--- src/rtl/oc_timer_pkg.sv ---
package oc_timer_pkg;

    // Operation the counter applies at the next edge, in priority order.
    typedef enum logic [1:0] {
        CNT_HOLD = 2'd0,
        CNT_STEP = 2'd1,
        CNT_ZERO = 2'd2,
        CNT_LOAD = 2'd3
    } cnt_op_e;

    // Address of the compare register for channel ch.
    function automatic int unsigned cmp_slot(int unsigned ch);
        return ch + 1;
    endfunction

endpackage

--- src/rtl/oc_timer_cnt.sv ---
module oc_timer_cnt #(
    parameter int unsigned W = 16
) (
    input  logic         clk,
    input  logic         rst_n,
    input  logic         step_en,
    input  logic         load_en,
    input  logic [W-1:0] load_val,
    input  logic         zero_req,
    output logic [W-1:0] cnt_o
);
    import oc_timer_pkg::*;

    typedef struct packed {
        logic [W-1:0] cnt;
    } cnt_st_t;

    cnt_st_t st_d, st_q;
    cnt_op_e op;

    always_comb begin
        if (load_en)       op = CNT_LOAD;
        else if (zero_req) op = CNT_ZERO;
        else if (step_en)  op = CNT_STEP;
        else               op = CNT_HOLD;

        st_d = st_q;
        case (op)
            CNT_LOAD: st_d.cnt = load_val;
            CNT_ZERO: st_d.cnt = '0;
            CNT_STEP: st_d.cnt = st_q.cnt + 1'b1;
            default:  st_d.cnt = st_q.cnt;
        endcase
    end

    always_ff @(posedge clk or negedge rst_n) begin
        if (!rst_n) st_q <= '0;
        else        st_q <= st_d;
    end

    assign cnt_o = st_q.cnt;

    AST_LOAD_WINS: assert property (@(posedge clk) disable iff (!rst_n)
        load_en |=> cnt_o == $past(load_val));
    AST_ZERO_ON_REQ: assert property (@(posedge clk) disable iff (!rst_n)
        (!load_en && zero_req) |=> cnt_o == '0);
    AST_STEP_ONE: assert property (@(posedge clk) disable iff (!rst_n)
        (!load_en && !zero_req && step_en) |=> cnt_o == W'($past(cnt_o) + 1'b1));
    AST_HOLD_IDLE: assert property (@(posedge clk) disable iff (!rst_n)
        (!load_en && !zero_req && !step_en) |=> $stable(cnt_o));

endmodule

--- src/rtl/oc_timer_chan.sv ---
module oc_timer_chan #(
    parameter int unsigned W = 16
) (
    input  logic         clk,
    input  logic         rst_n,
    input  logic         cmp_we,
    input  logic [W-1:0] cmp_wval,
    input  logic [W-1:0] cnt_i,
    input  logic         level_i,
    input  logic         flag_clr_i,
    output logic [W-1:0] cmp_o,
    output logic         match_o,
    output logic         pin_o,
    output logic         flag_o
);
    typedef struct packed {
        logic [W-1:0] cmp;
        logic         pin;
        logic         flag;
    } chan_st_t;

    chan_st_t st_d, st_q;
    logic     hit;

    always_comb begin
        hit  = (cnt_i == st_q.cmp);
        st_d = st_q;
        if (cmp_we) st_d.cmp = cmp_wval;
        if (hit)    st_d.pin = level_i;
        // a live match outranks a clearing write
        if (hit)             st_d.flag = 1'b1;
        else if (flag_clr_i) st_d.flag = 1'b0;
    end

    always_ff @(posedge clk or negedge rst_n) begin
        if (!rst_n) begin
            st_q.cmp  <= '1;
            st_q.pin  <= 1'b0;
            st_q.flag <= 1'b0;
        end else begin
            st_q <= st_d;
        end
    end

    assign cmp_o   = st_q.cmp;
    assign match_o = hit;
    assign pin_o   = st_q.pin;
    assign flag_o  = st_q.flag;

    AST_PIN_TAKES_LEVEL: assert property (@(posedge clk) disable iff (!rst_n)
        (cnt_i == cmp_o) |=> pin_o == $past(level_i));
    AST_PIN_HOLDS: assert property (@(posedge clk) disable iff (!rst_n)
        (cnt_i != cmp_o) |=> $stable(pin_o));
    AST_FLAG_SET: assert property (@(posedge clk) disable iff (!rst_n)
        (cnt_i == cmp_o) |=> flag_o);
    AST_FLAG_STICKY: assert property (@(posedge clk) disable iff (!rst_n)
        (cnt_i != cmp_o && !flag_clr_i) |=> $stable(flag_o));
    AST_CMP_LOAD: assert property (@(posedge clk) disable iff (!rst_n)
        cmp_we |=> cmp_o == $past(cmp_wval));

endmodule

--- src/rtl/oc_timer_ctrl.sv ---
module oc_timer_ctrl #(
    parameter int unsigned NCH = 2
) (
    input  logic           clk,
    input  logic           rst_n,
    input  logic           we,
    input  logic [NCH:0]   wval,
    output logic [NCH-1:0] level_o,
    output logic           clr_en_o
);
    typedef struct packed {
        logic           clr_en;
        logic [NCH-1:0] level;
    } ctrl_st_t;

    ctrl_st_t st_d, st_q;

    always_comb begin
        st_d = st_q;
        if (we) begin
            st_d.level  = wval[NCH-1:0];
            st_d.clr_en = wval[NCH];
        end
    end

    always_ff @(posedge clk or negedge rst_n) begin
        if (!rst_n) st_q <= '0;
        else        st_q <= st_d;
    end

    assign level_o  = st_q.level;
    assign clr_en_o = st_q.clr_en;

    AST_CTRL_KEEP: assert property (@(posedge clk) disable iff (!rst_n)
        !we |=> ($stable(level_o) && $stable(clr_en_o)));

endmodule

--- src/rtl/oc_timer.sv ---
module oc_timer #(
    parameter int unsigned W   = 16,
    parameter int unsigned NCH = 2,
    parameter int unsigned AW  = 3
) (
    input  logic           clk,
    input  logic           rst_n,
    input  logic           cnt_en,
    input  logic           wr_en,
    input  logic [AW-1:0]  addr,
    input  logic [W-1:0]   wdata,
    output logic [W-1:0]   rdata,
    output logic [NCH-1:0] oc_pin,
    output logic [NCH-1:0] match_flag
);
    import oc_timer_pkg::*;

    localparam int unsigned A_CNT  = 0;
    localparam int unsigned A_CTRL = NCH + 1;
    localparam int unsigned A_FLAG = NCH + 2;

    logic [W-1:0]   cnt;
    logic [W-1:0]   cmp_v [NCH];
    logic [NCH-1:0] match;
    logic [NCH-1:0] level;
    logic           clr_en;
    logic           wr_cnt, wr_ctrl, wr_flag;

    assign wr_cnt  = wr_en && (addr == AW'(A_CNT));
    assign wr_ctrl = wr_en && (addr == AW'(A_CTRL));
    assign wr_flag = wr_en && (addr == AW'(A_FLAG));

    oc_timer_cnt #(.W(W)) u_cnt (
        .clk      (clk),
        .rst_n    (rst_n),
        .step_en  (cnt_en),
        .load_en  (wr_cnt),
        .load_val (wdata),
        .zero_req (clr_en && match[0]),
        .cnt_o    (cnt)
    );

    oc_timer_ctrl #(.NCH(NCH)) u_ctrl (
        .clk      (clk),
        .rst_n    (rst_n),
        .we       (wr_ctrl),
        .wval     (wdata[NCH:0]),
        .level_o  (level),
        .clr_en_o (clr_en)
    );

    for (genvar ch = 0; ch < NCH; ch++) begin : g_chan
        oc_timer_chan #(.W(W)) u_chan (
            .clk        (clk),
            .rst_n      (rst_n),
            .cmp_we     (wr_en && (addr == AW'(cmp_slot(ch)))),
            .cmp_wval   (wdata),
            .cnt_i      (cnt),
            .level_i    (level[ch]),
            .flag_clr_i (wr_flag && !wdata[ch]),
            .cmp_o      (cmp_v[ch]),
            .match_o    (match[ch]),
            .pin_o      (oc_pin[ch]),
            .flag_o     (match_flag[ch])
        );
    end

    always_comb begin
        rdata = '0;
        if (addr == AW'(A_CNT))  rdata = cnt;
        if (addr == AW'(A_CTRL)) rdata[NCH:0] = {clr_en, level};
        if (addr == AW'(A_FLAG)) rdata[NCH-1:0] = match_flag;
        for (int ch = 0; ch < NCH; ch++) begin
            if (addr == AW'(cmp_slot(ch))) rdata = cmp_v[ch];
        end
    end

    AST_UNMAPPED_ZERO: assert property (@(posedge clk) disable iff (!rst_n)
        (int'(addr) > int'(A_FLAG)) |-> rdata == '0);
    AST_CLEAR_FROM_A: assert property (@(posedge clk) disable iff (!rst_n)
        (clr_en && match[0] && !wr_cnt) |=> cnt == '0);
    AST_B_NEVER_CLEARS: assert property (@(posedge clk) disable iff (!rst_n)
        (match[NCH-1] && !match[0] && !wr_cnt && cnt_en) |=> cnt == W'($past(cnt) + 1'b1));

endmodule

--- config.mk ---
export PLATFORM = sky130hd
export DESIGN_NAME = oc_timer
export DESIGN_NICKNAME = d
export VERILOG_FILES = /design/src/rtl/oc_timer_pkg.sv /design/src/rtl/oc_timer_cnt.sv /design/src/rtl/oc_timer_chan.sv /design/src/rtl/oc_timer_ctrl.sv /design/src/rtl/oc_timer.sv
export SDC_FILE = /design/constraint.sdc
export NUM_CORES = 1
export LEC_CHECK = 0
export ABC_AREA = 1
export BUFFER_PORTS_ARGS = -buffer_cell sky130_fd_sc_hd__buf_4
export CORE_UTILIZATION = 40
export CTS_CLUSTER_DIAMETER = 120
export DETAILED_ROUTE_END_ITERATION = 12
export MAX_ROUTING_LAYER = met4
export SLEW_MARGIN = 25
export SYNTH_ARGS = -nofsm -noshare
export SYNTH_HDL_FRONTEND = slang
export SYNTH_SLANG_ARGS = --single-unit
--- constraint.sdc ---
create_clock -name clk -period 6.8 [get_ports clk]
set_clock_uncertainty 0.05 [all_clocks]
set_input_delay 1.36 -clock clk [delete_from_list [all_inputs] [get_ports clk]]
set_output_delay 1.36 -clock clk [all_outputs]
set_load 0.005 [all_outputs]
; ---- Yosys cells after proc, flatten, opt, wreduce, memory -nomap -nowiden
; Index checks and enable logic that the tools add are counted.
[op_classes]
n_addsub = 1
eq_ne = 9
muxes = 13
reduce_logical = 14
[op_table]
columns = cell, count
row1 = 2-to-1 mux 16 bit, 3
row2 = case mux 16 bit (3 select lines), 1
row3 = == test 16 bit, 2
row4 = "adder 16 x 1 -> 16 bit, second input constant", 1
row5 = logical AND 1 bit, 8
row6 = "== test 3 x 2 -> 1 bit, second input constant", 2
row7 = 2-to-1 mux 2 bit, 3
row8 = 2-to-1 mux 1 bit, 5
row9 = "== test 2 bit, second input constant", 2
row10 = nonzero test 2 bit, 2
row11 = "== test 3 x 1 -> 1 bit, second input constant", 1
row12 = "== test 3 bit, second input constant", 1
row13 = logical NOT 3 bit, 1
row14 = 2-to-1 mux 3 bit, 1
row15 = nonzero test 3 bit, 1
row16 = "== test 2 x 1 -> 1 bit, second input constant", 1
row17 = logical NOT 1 bit, 2
[totals]
ff_bits = 55
input_bits = 23
output_inout_bits = 20
wordCells = 46

; ---- Longest topological paths before layout
; Gate-level depths: netlist (run 1).
[logic_depth]
depth_word = 6
ltp_mapped = 17
mapped_depth_nobuf = 16

; ---- Hierarchy
; From an unflattened synthesis (run 1), not the netlist that was laid out.
[hier_totals]
hier_cells = 585
area_unflattened_um2 = 3772.4
[by_module_without_submodules]
columns = mod, n_inst, cells_per_inst, area_per_inst_um2, seq_area_each_um2
row1 = oc_timer_chan, 2, 154, 1014.7, 470.5
row2 = oc_timer_cnt, 1, 165, 1152.4, 400.4
row3 = oc_timer, 1, 99, 478.0, 0.0
row4 = oc_timer_ctrl, 1, 13, 112.6, 75.1

; ---- Worst setup path after synthesis (run 1)
; No wires, ideal clock.
[synth_timing]
path_type = input to output
startpoint = input port addr[1]
endpoint = output port rdata[0]
arrival_time_ns = 2.013
required_time_ns = 5.390
setup_slack_ns = 3.377
stages = 5
n_path_buf = 1
cell_sequence = inv_1 > nor3_4 > buf_2 > nand2_1 > nand3_1
[synth_via]
elab_chain_len = 6
[synth_rtl]
columns = element, line_no
row1 = "start, declared", oc_timer.sv:10  ; input logic [AW-1:0] addr,
row2 = logical NOT 3 bit, oc_timer.sv:70  ; if (addr == AW'(A_CNT)) rdata = cnt;
row3 = 2-to-1 mux 16 bit, oc_timer.sv:70
row4 = 2-to-1 mux 3 bit, oc_timer.sv:71  ; if (addr == AW'(A_CTRL)) rdata[NCH:0] = {clr_en, level};
row5 = 2-to-1 mux 2 bit, oc_timer.sv:72  ; if (addr == AW'(A_FLAG)) rdata[NCH-1:0] = match_flag;
row6 = 2-to-1 mux 16 bit, oc_timer.sv:74  ; if (addr == AW'(cmp_slot(ch))) rdata = cmp_v[ch];
row7 = 2-to-1 mux 16 bit (*), oc_timer.sv:74
row8 = "end, declared", oc_timer.sv:12  ; output logic [W-1:0] rdata,
; Every way passes the cells marked *; elsewhere a longest branch is shown, timed or not.

; ---- Final worst setup path (run 1)
[layout_timing]
startpoint = input port addr[0]
endpoint = output port rdata[0]
; Same word-level chain as after synthesis.

==> results of run 1 <==
-- metal layers --
metal  track usage, %  wire [um]  vias to the layer above
met2             35.3       4320                       59
met1             30.1       4270                     1469
li1                 -          -                     1595
met3             3.67        358                        6
met5                -          0                        -
met4             5.22         40                        0
-- how the worst max path moves through the flow --
stage	from	to	slack, ps	cells past startpoint
after floorplan	addr[1]	rdata[0]	3380	5
after CTS	addr[0]	rdata[0]	2700	7
after global routing	addr[0]	u_cnt.cnt_o[4]	2570	12
after global placement	addr[0]	u_cnt.cnt_o[4]	2690	12
final	addr[0]	rdata[0]	2720	7
after detailed placement	addr[0]	u_cnt.cnt_o[4]	2590	12
-- flip-flops by register name, summed over array words and instances, names as in the netlist --
register	flops
g_chan.u_chan.cmp_o	32
u_cnt.cnt_o	16
g_chan.u_chan.flag_o	2
g_chan.u_chan.pin_o	2
u_ctrl.level_o	2
u_ctrl.clr_en_o	1
-- power groups by stage --
stage / Sequential (mW) / Clock (mW) / Combinational, mW
2_1_floorplan: 0.459 / 0 / 0.191
3_3_place_gp: 0.478 / 0 / 0.251
3_5_place_dp: 0.480 / 0 / 0.255
4_1_cts: 0.475 / 0.269 / 0.257
5_1_grt: 0.485 / 0.285 / 0.292
6_report: 0.475 / 0.262 / 0.254
-- metrics by stage --
| step | util [%] | hold WS, ps | std cells |
|---|---|---|---|
| 2_1_floorplan | - | 393 | 475 |
| 3_3_place_gp | 45.8 | 410 | 602 |
| 3_5_place_dp | 45.8 | 421 | 602 |
| 4_1_cts | 47.4 | 440 | 610 |
| 5_1_grt | 47.4 | 464 | 610 |
| 6_report | 47.4 | 437 | 610 |
-- cell usage after synthesis (all sizes together) --
cell     instances
a211oi           2
a21oi           24
a221oi           1
a22oi            7
buf             15
clkbuf           5
clkinv           1
dfrtp           23
dfstp           32
ha               3
inv             61
nand2          151
nand3           25
nand4            5
nor2            36
nor3             6
o2111ai          1
o211ai           2
o21ai           46
o221ai          12
or2              1
xnor2           15
xor2             1
-- kinds of logic (layout without fill, tap and decap cells) --
group | after synthesis | count (layout)
AO/OA/AOI/OAI | 95 | 95
XOR/XNOR | 16 | 16
flip-flops | 55 | 55
buffers and inverters | 82 | 112
adder cells (fa/ha/maj) | 3 | 3
AND/OR/NAND/NOR | 224 | 224
-- worst min-delay path: stages, from the launching register on --
cell     delay [ps]
dfrtp_1         360
nand2_1          50
nand2_1          50
-- layout make-up --
type,instances,area (sq um)
clock buffer,6,72.6
multi-input combinational,338,1720
fill,870,4390
sequential,55,1420
inverter,62,233
clock inverter,2,60.1
tap,105,131
timing repair buffer,42,315
==> results.sh, run 1 <==
export IMPL_internal_power_mw=0.667
export IMPL_h_tree_depth=2
export IMPL_fin_setup_tns_ps=0
export IMPL_ys_ff_latch=55
export IMPL_antenna_found_initial=0
export IMPL_r2r_setup_slack_ps=3650
export IMPL_yosys_warnings=0
export IMPL_clkSinkCount=55
export IMPL_cts_tree="yes"
export IMPL_ioPinCount=43
export IMPL_core_sq_um=8340
export IMPL_crit_chain="buf_4 > nor2_1 > nand2_1 > nor2_1 > a211oi_1 > nand3_1 > buf_4"
export IMPL_layout_drive_gt1_share_pct=22.8
export IMPL_cts_root_buf="clkbuf_8"
export IMPL_p_sw_share_pct=32.8
export IMPL_layout_common_cells="nand2_1, inv_1, buf_4, dfstp_2, nor2_1"
export IMPL_dp_hpwl_um=6370
export IMPL_reg2reg_depth=13
export IMPL_hold_violations=0
export IMPL_ctsResizeCount=0
export IMPL_relSlewSlack_pct=42.5
export IMPL_antenna_cells=0
export IMPL_period_share_pct=60.0
export IMPL_place_area_sq_um=3820
export IMPL_synth_area_top_cells="dfstp_2, dfrtp_1, nand2_1"
export IMPL_synth_top_cell_area_share_pct=24.1
export IMPL_nets=530
export IMPL_pre_cts_slack_ps=2590
export IMPL_synth_nets=501
export IMPL_firstDrtPassIters=5
export IMPL_synthSimpleGateAreaFrac_pct=28.0
export IMPL_rsz0062_at_grt="no"
export IMPL_clk_pin_slew_ps=100
export IMPL_whs_endpoint="g_chan[1].u_chan.pin_o"
export IMPL_required_ps=5390
export IMPL_hp_start="g_chan[1].u_chan.pin_o"
export IMPL_synthMuxAreaShare_pct=0
export IMPL_drtAntennaViolNets=0
export IMPL_initial_core_util_pct=41.8
export IMPL_ir_drop_mv=0.120
export IMPL_yosysSeqAreaShare_pct=40.6
export IMPL_gp_congestion=0.855
export IMPL_synth_xor_area_share_pct=4.02
export IMPL_final_setup_viol_count=0
export IMPL_cp_slowest_cell="nand2_1"
export IMPL_die_h_um=95.4
export IMPL_drv_cap=0
export IMPL_leakage_nw=1.83
export IMPL_grt_pass1_wl_um=15000
export IMPL_synth_compound_area_share_pct=16.4
export IMPL_grt_usage_pct=22.4
export IMPL_cts_setup_buffers=0
export IMPL_routed_via_count=3129
export IMPL_arrival_ps=2670
export IMPL_portBuffers=42
export IMPL_setup_slack_ps=2720
export IMPL_period_needed_ps=4080
export IMPL_holdBufCountCts=0
export IMPL_drc_errors=0
export IMPL_post_drt_wl_per_cell_um=14.7
export IMPL_grt_overflow=0
export IMPL_max_freq_mhz=245
export IMPL_die_width_um=95.4
export IMPL_worstMarginPinSlew_ps=859
export IMPL_synthAdderAreaFrac_pct=1.08
export IMPL_yosysTopAreaCell="dfstp_2"
export IMPL_row_count=33
export IMPL_final_area_sq_um=3950
export IMPL_p_switching_mw=0.325
export IMPL_min_path_cells=2
export IMPL_final_common_cell="nand2_1"
export IMPL_grt_max_degree=56
export IMPL_path_delay_family="simple AND/OR/NAND/NOR gates"
export IMPL_postSynthCellCount=475
export IMPL_clockBufferDepth=2
export IMPL_synth_top_family_by_area="simple AND/OR/NAND/NOR gates"
export IMPL_p_per_area_nw_per_um2=251
export IMPL_maxSlewViolCount=0
export IMPL_clock_power_share_pct=26.5
export IMPL_max_stage_delay_ps=550
export IMPL_cp_start_kind="input pin"
export IMPL_die_area_sq_um=9100
export IMPL_vias_per_cell=5.13
export IMPL_cp_end_kind="output port"
export IMPL_r2r_end="u_cnt.cnt_o[4]"
export IMPL_hold_class="register to register"
export IMPL_cp_max_fo=17
export IMPL_syn_avg_cell_area_sq_um=7.34
export IMPL_routed_wl_um=8990
export IMPL_r2r_start="u_cnt.cnt_o[8]"
export IMPL_outcome="finished, final reports clean"
export IMPL_share_seq_of_total_power_pct=47.9
export IMPL_power_frac_comb_pct=25.6
export IMPL_total_power_mw=0.992
export IMPL_first_global_vias=3039
export IMPL_path_buf_inv=2
export IMPL_synth_area_sq_um=3490
export IMPL_area_growth_pct=13.3
export IMPL_ys_types=34
export IMPL_crit_type="input pin to output port"
export IMPL_cts_buffers=5
export IMPL_clk_insertion_delay_late_ps=320
export IMPL_drt_first_iter_violations=183
Note: power is estimated with default switching activity, not from simulation.
==> inputs of run 2 (changes only) <==
Settings changed: ABC_AREA 1 to 0.
Clock period 6.8 ns to 4.2 ns, I/O delays scaled along.
==> run 2 against run 1 <==
Effect of this change:
- register-to-register slack lost 2900 ps
- critical endpoint is now u_cnt.cnt_o[12]
- first-iteration DRC count down 1.6%
- worst hold slack better by 14 ps
- global-route usage fell by 1.3 points
- utilization fell by 2.2 points
- largest power group unchanged
- largest cell class unchanged
- final cell count down 21%
==> results.sh, run 2 <==
export IMPL_outcome="finished, final reports clean"
export IMPL_cts_tree="yes"
export IMPL_dr_wl_met2_um=4100
export IMPL_top_layer="met4"
export IMPL_gp_congestion=0.933
export IMPL_antenna_cells=0
export IMPL_relSlewSlack_pct=34.2
export IMPL_largest_reg_flops=32
export IMPL_initial_core_util_pct=41.2
export IMPL_synth_area_top_cells="dfstp_2, dfrtp_1, mux2_2"
export IMPL_synth_nets=387
export IMPL_yosysTopAreaCell="dfstp_2"
export IMPL_synthSimpleGateAreaFrac_pct=14.7
export IMPL_met1_length_um=4390
export IMPL_grt_usage_pct=21.1
export IMPL_nets=401
export IMPL_row_count=34
export IMPL_cts_root_buf="clkbuf_8"
export IMPL_period_share_pct=81.0
export IMPL_fin_setup_tns_ps=0
export IMPL_die_width_um=96.5
export IMPL_met3_length_um=322
export IMPL_ir_drop_mv=0.180
export IMPL_grt_overflow=0
export IMPL_antenna_found_initial=0
export IMPL_portBuffers=42
export IMPL_layout_drive_gt1_share_pct=32.2
export IMPL_fillCellCount=856
export IMPL_synth_async_sr_flop_share_pct=100
export IMPL_die_h_um=96.5
export IMPL_yosys_warnings=0
export IMPL_crit_start="u_cnt.cnt_o[4]"
export IMPL_h_tree_depth=2
export IMPL_hold_class="register to register"
export IMPL_drtAntennaViolNets=0
export IMPL_synth_top_cell_area_share_pct=23.5
export IMPL_core_sq_um=8680
export IMPL_area_growth_pct=9.70
export IMPL_final_setup_viol_count=0
export IMPL_drt_first_iter_violations=180
export IMPL_grt_pass1_wl_um=14400
export IMPL_routed_wl_um=8880
export IMPL_cts_buffers=5
export IMPL_max_freq_mhz=294
export IMPL_syn_avg_cell_area_sq_um=9.90
export IMPL_cp_start_kind="register"
export IMPL_routed_via_count=2731
export IMPL_dp_hpwl_um=6240
export IMPL_post_drt_wl_per_cell_um=18.4
export IMPL_synth_top_family_by_area="multiplexers"
export IMPL_crit_type="register to register"
export IMPL_yosysSeqAreaShare_pct=39.6
export IMPL_synth_area_sq_um=3570
export IMPL_final_common_cell="buf_4"
export IMPL_first_global_vias=2739
export IMPL_firstDrtPassIters=5
export IMPL_p_per_area_nw_per_um2=404
export IMPL_synthAdderAreaFrac_pct=1.05
export IMPL_ctsResizeCount=0
export IMPL_synth_compound_area_share_pct=12.3
export IMPL_layout_common_cells="buf_4, nor2_1, xor2_1, dfstp_2, mux2_2"
export IMPL_holdBufCountCts=0
export IMPL_cp_max_fo=20
export IMPL_postSynthCellCount=361
export IMPL_vias_per_cell=5.64
export IMPL_clockBufferDepth=2
export IMPL_hold_violations=0
export IMPL_rsz0062_at_grt="no"
export IMPL_clkSinkCount=55
export IMPL_ys_types=47
export IMPL_synth_most_common_cell="nor2_1"
export IMPL_required_ps=4410
export IMPL_grt_max_degree=56
export IMPL_pre_cts_slack_ps=676
export IMPL_r2r_start="u_cnt.cnt_o[4]"
export IMPL_leakage_nw=1.69
export IMPL_synthFlopType="dfstp_2"
export IMPL_cts_setup_buffers=0
export IMPL_die_area_sq_um=9320
export IMPL_synth_xor_area_share_pct=7.84
export IMPL_ys_ff_latch=55
export IMPL_drc_errors=0
export IMPL_setup_slack_ps=798
export IMPL_maxSlewViolCount=0
export IMPL_worstMarginPinSlew_ps=985
export IMPL_ioPinCount=43
export IMPL_hp_start="g_chan[1].u_chan.pin_o"
export IMPL_clk_insertion_delay_late_ps=310
export IMPL_cp_end_kind="register"
export IMPL_synth_edf_count=0
export IMPL_drv_cap=0
export IMPL_synthTopCellsByCount="nor2_1, dfstp_2, xor2_1"
export IMPL_arrival_ps=3610
export IMPL_clk_pin_slew_ps=100
export IMPL_period_needed_ps=3400
export IMPL_synthMuxAreaShare_pct=16.8
[run 2: cell count changes in the layout (fill, tap and decap cells not counted), moves of 8 or more]
cell / before / now
inv_1: 54 / 10
nand2_2: 9 / 0
nand2_1: 142 / 12
nor4_1: 0 / 8
nor2_1: 29 / 37
o21ai_1: 18 / 0
nand3_1: 20 / 5
mux2_1: 0 / 8
o21ai_0: 28 / 17
xor2_1: 1 / 32
o221ai_1: 12 / 0
xnor2_1: 15 / 0
mux2i_1: 0 / 14
mux2_2: 0 / 31
[run 2: critical path: stages (launching register included)]
cell and delay, ps:
dfrtp_1 510, xor2_1 190, nor4_1 390, nand4_1 320, o21ba_2 310, ha_1 420
nand2_1 440, or3_1 460, mux2i_1 140, a211o_1 120
[run 2: routing by layer]
layer  global-route usage [%]  vias up
met5                        -        -
met4                     3.92        0
met3                     2.50       10
met2                     34.0       75
met1                     28.7     1342
li1                         -     1304
[run 2: final timing paths]
| kind | endpoint | slack, ps | cells past startpoint |
|---|---|---|---|
| worst min-delay path | g_chan[1].u_chan.pin_o | 450 | 1 |
| max in group asynchronous | u_cnt.cnt_o[4] | 3090 | 1 |
| min in group asynchronous | u_ctrl.clr_en_o | 530 | 1 |
| worst min register to register | g_chan[1].u_chan.pin_o | 450 | 1 |
| worst max-delay path | u_cnt.cnt_o[12] | 800 | 9 |
| worst max register to register | u_cnt.cnt_o[12] | 800 | 9 |
[run 2: final cells by class]
type / instances / area [sq um] / area share [%]
clock inverter: 1 / 30.0 / 0.766
multi-input combinational: 258 / 1890 / 48.1
inverter: 10 / 37.5 / 0.958
sequential: 55 / 1420 / 36.1
tap: 108 / 135 / 3.45
timing repair buffer: 45 / 338 / 8.62
clock buffer: 7 / 76.3 / 1.95
[run 2: stage by stage]
stage | instance area, sq um | total power [mW] | utilization, % | cells | hold WS (ps)
floorplan | 3570 | 1.10 | - | 361 | 415
global placement | 3810 | 1.23 | 43.9 | 476 | 429
detailed placement | 3810 | 1.24 | 43.9 | 476 | 437
CTS | 3920 | 1.59 | 45.2 | 484 | 459
global route | 3920 | 1.68 | 45.2 | 484 | 499
finish | 3920 | 1.59 | 45.2 | 484 | 452
[run 2: cell families after synthesis]
family,after synthesis
multiplexers,54
AND/OR/NAND/NOR,98
AO/OA/AOI/OAI,71
flip-flops,55
adder cells (fa/ha/maj),3
XOR/XNOR,32
buffers and inverters,48
[run 2: power by group]
group	switching (mW)	internal [mW]	total (mW)
Clock	0.175	0.179	0.353
Combinational	0.206	0.212	0.419
Sequential	0.131	0.683	0.814
Total	0.512	1.07	1.59
==> inputs of run 3 (changes only) <==
Clock period 4.2 ns to 2.8 ns, I/O delays scaled along.
==> run 3 against run 2 <==
Effect of this change:
- the run now ends with setup timing left
- first-iteration DRC count shrank 28%
- global-route usage grew 1.0 points
- sequential power grew 44%
==> results.sh, run 3 (synthesis gave the netlist of run 2 again) <==
export IMPL_outcome="finished with violations"
export IMPL_violations="setup timing"
export IMPL_clockBufferDepth=2
export IMPL_final_setup_viol_count=1
export IMPL_final_common_cell="buf_4"
export IMPL_ir_drop_mv=0.256
export IMPL_first_global_vias=2768
export IMPL_crit_type="register to register"
export IMPL_die_area_sq_um=9320
export IMPL_final_area_sq_um=4250
export IMPL_area_growth_pct=19.0
export IMPL_rsz0062_at_grt="yes"
export IMPL_clkSinkCount=55
export IMPL_place_area_sq_um=4080
export IMPL_routed_via_count=2911
export IMPL_setup_slack_ps=-10.3
export IMPL_cp_end_kind="register"
export IMPL_cts_root_buf="clkbuf_8"
export IMPL_ioPinCount=43
export IMPL_vias_per_cell=5.62
export IMPL_portBuffers=42
export IMPL_clk_pin_slew_ps=100
export IMPL_holdBufCountCts=0
export IMPL_maxSlewViolCount=0
export IMPL_fillCellCount=835
export IMPL_dp_hpwl_um=7070
export IMPL_core_sq_um=8680
export IMPL_grt_max_degree=56
export IMPL_cts_buffers=5
export IMPL_die_h_um=96.5
export IMPL_antenna_found_initial=0
export IMPL_hold_class="input pin to async pin"
export IMPL_max_freq_mhz=356
export IMPL_row_count=34
export IMPL_drtAntennaViolNets=0
export IMPL_nets=435
export IMPL_period_share_pct=100
export IMPL_worstMarginPinSlew_ps=718
export IMPL_required_ps=2950
export IMPL_relSlewSlack_pct=52.1
export IMPL_grt_usage_pct=22.1
export IMPL_layout_common_cells="buf_4, nor2_1, xor2_1, dfstp_2, mux2_2"
export IMPL_grt_pass1_wl_um=14900
export IMPL_clk_insertion_delay_late_ps=310
export IMPL_initial_core_util_pct=41.2
export IMPL_leakage_nw=1.88
export IMPL_gp_congestion=0.888
export IMPL_cp_max_fo=9
export IMPL_p_per_area_nw_per_um2=605
export IMPL_period_needed_ps=2810
export IMPL_fin_setup_tns_ps=-10.3
export IMPL_drt_first_iter_violations=130
export IMPL_drv_cap=0
export IMPL_drc_errors=0
export IMPL_antenna_cells=0
export IMPL_h_tree_depth=2
export IMPL_die_width_um=96.5
export IMPL_cts_tree="yes"
export IMPL_arrival_ps=2960
export IMPL_firstDrtPassIters=4
export IMPL_post_drt_wl_per_cell_um=18.4
export IMPL_largest_reg_flops=32
export IMPL_hold_violations=0
export IMPL_cp_start_kind="register"
export IMPL_routed_wl_um=9530
export IMPL_layout_drive_gt1_share_pct=39.8
export IMPL_grt_overflow=0
[run 3: worst paths after layout]
check,start,to,depth (start not counted),slack [ps]
max in group asynchronous,rst_n,u_cnt.cnt_o[15],1,1950
max reg2reg,g_chan[0].u_chan.cmp_o[15],u_cnt.cnt_o[12],10,-10
max,g_chan[0].u_chan.cmp_o[15],u_cnt.cnt_o[12],10,-10
min,rst_n,u_cnt.cnt_o[2],1,250
min reg2reg,g_chan[1].u_chan.pin_o,g_chan[1].u_chan.pin_o,1,450
min in group clk,wdata[4],g_chan[1].u_chan.cmp_o[4],2,440
[run 3: metrics by stage]
step	util, %	cells	setup slack [ps]	hold slack [ps]	power [mW]
2_1_floorplan	-	361	63.0	214	1.65
3_3_place_gp	47.0	508	-80.2	430	1.93
3_5_place_dp	47.0	508	-104	432	1.94
4_1_cts	48.8	518	41.1	272	2.58
5_1_grt	49.0	518	-87.6	297	2.72
6_report	49.0	518	-10.3	251	2.57
[run 3: power breakdown]
part           switching, mW  internal, mW  total [mW]  leakage (nW)
logic                  0.394         0.385       0.779          1.19
clock network          0.269         0.358       0.627        0.0654
registers              0.143          1.03        1.17         0.627
[run 3: layout make-up]
cell class	instances	area [sq um]	area share, %
Multi-Input combinational cell	258	1910	45.0
Sequential cell	55	1420	33.3
Timing Repair Buffer	79	618	14.5
Tap cell	108	135	3.18
Clock buffer	6	72.6	1.71
Clock inverter	2	60.1	1.41
Inverter	10	37.5	0.883
[run 3: per-layer routing]
layer	track usage [%]	routed length, um
met5	-	0
met4	5.64	142
met3	2.82	357
met2	35.2	4520
met1	29.8	4510
[run 3: what timing repair did]
action,4_1_cts,5_1_grt
buffers inserted,2,0
pin swaps,1,2
endpoints found under the setup margin,14,16
gates cloned,0,0
gates resized for setup,2,5
[run 3: worst max-delay path, cell delays in order, from the launching register on]
cell and delay (ps):
dfstp_2 570, xor2_1 90, nor4_2 400, nand4_1 210, buf_4 190, o22ai_1 140, ha_2 330, and2_2 290
nand2_1 100, mux2i_1 60, a211o_1 270
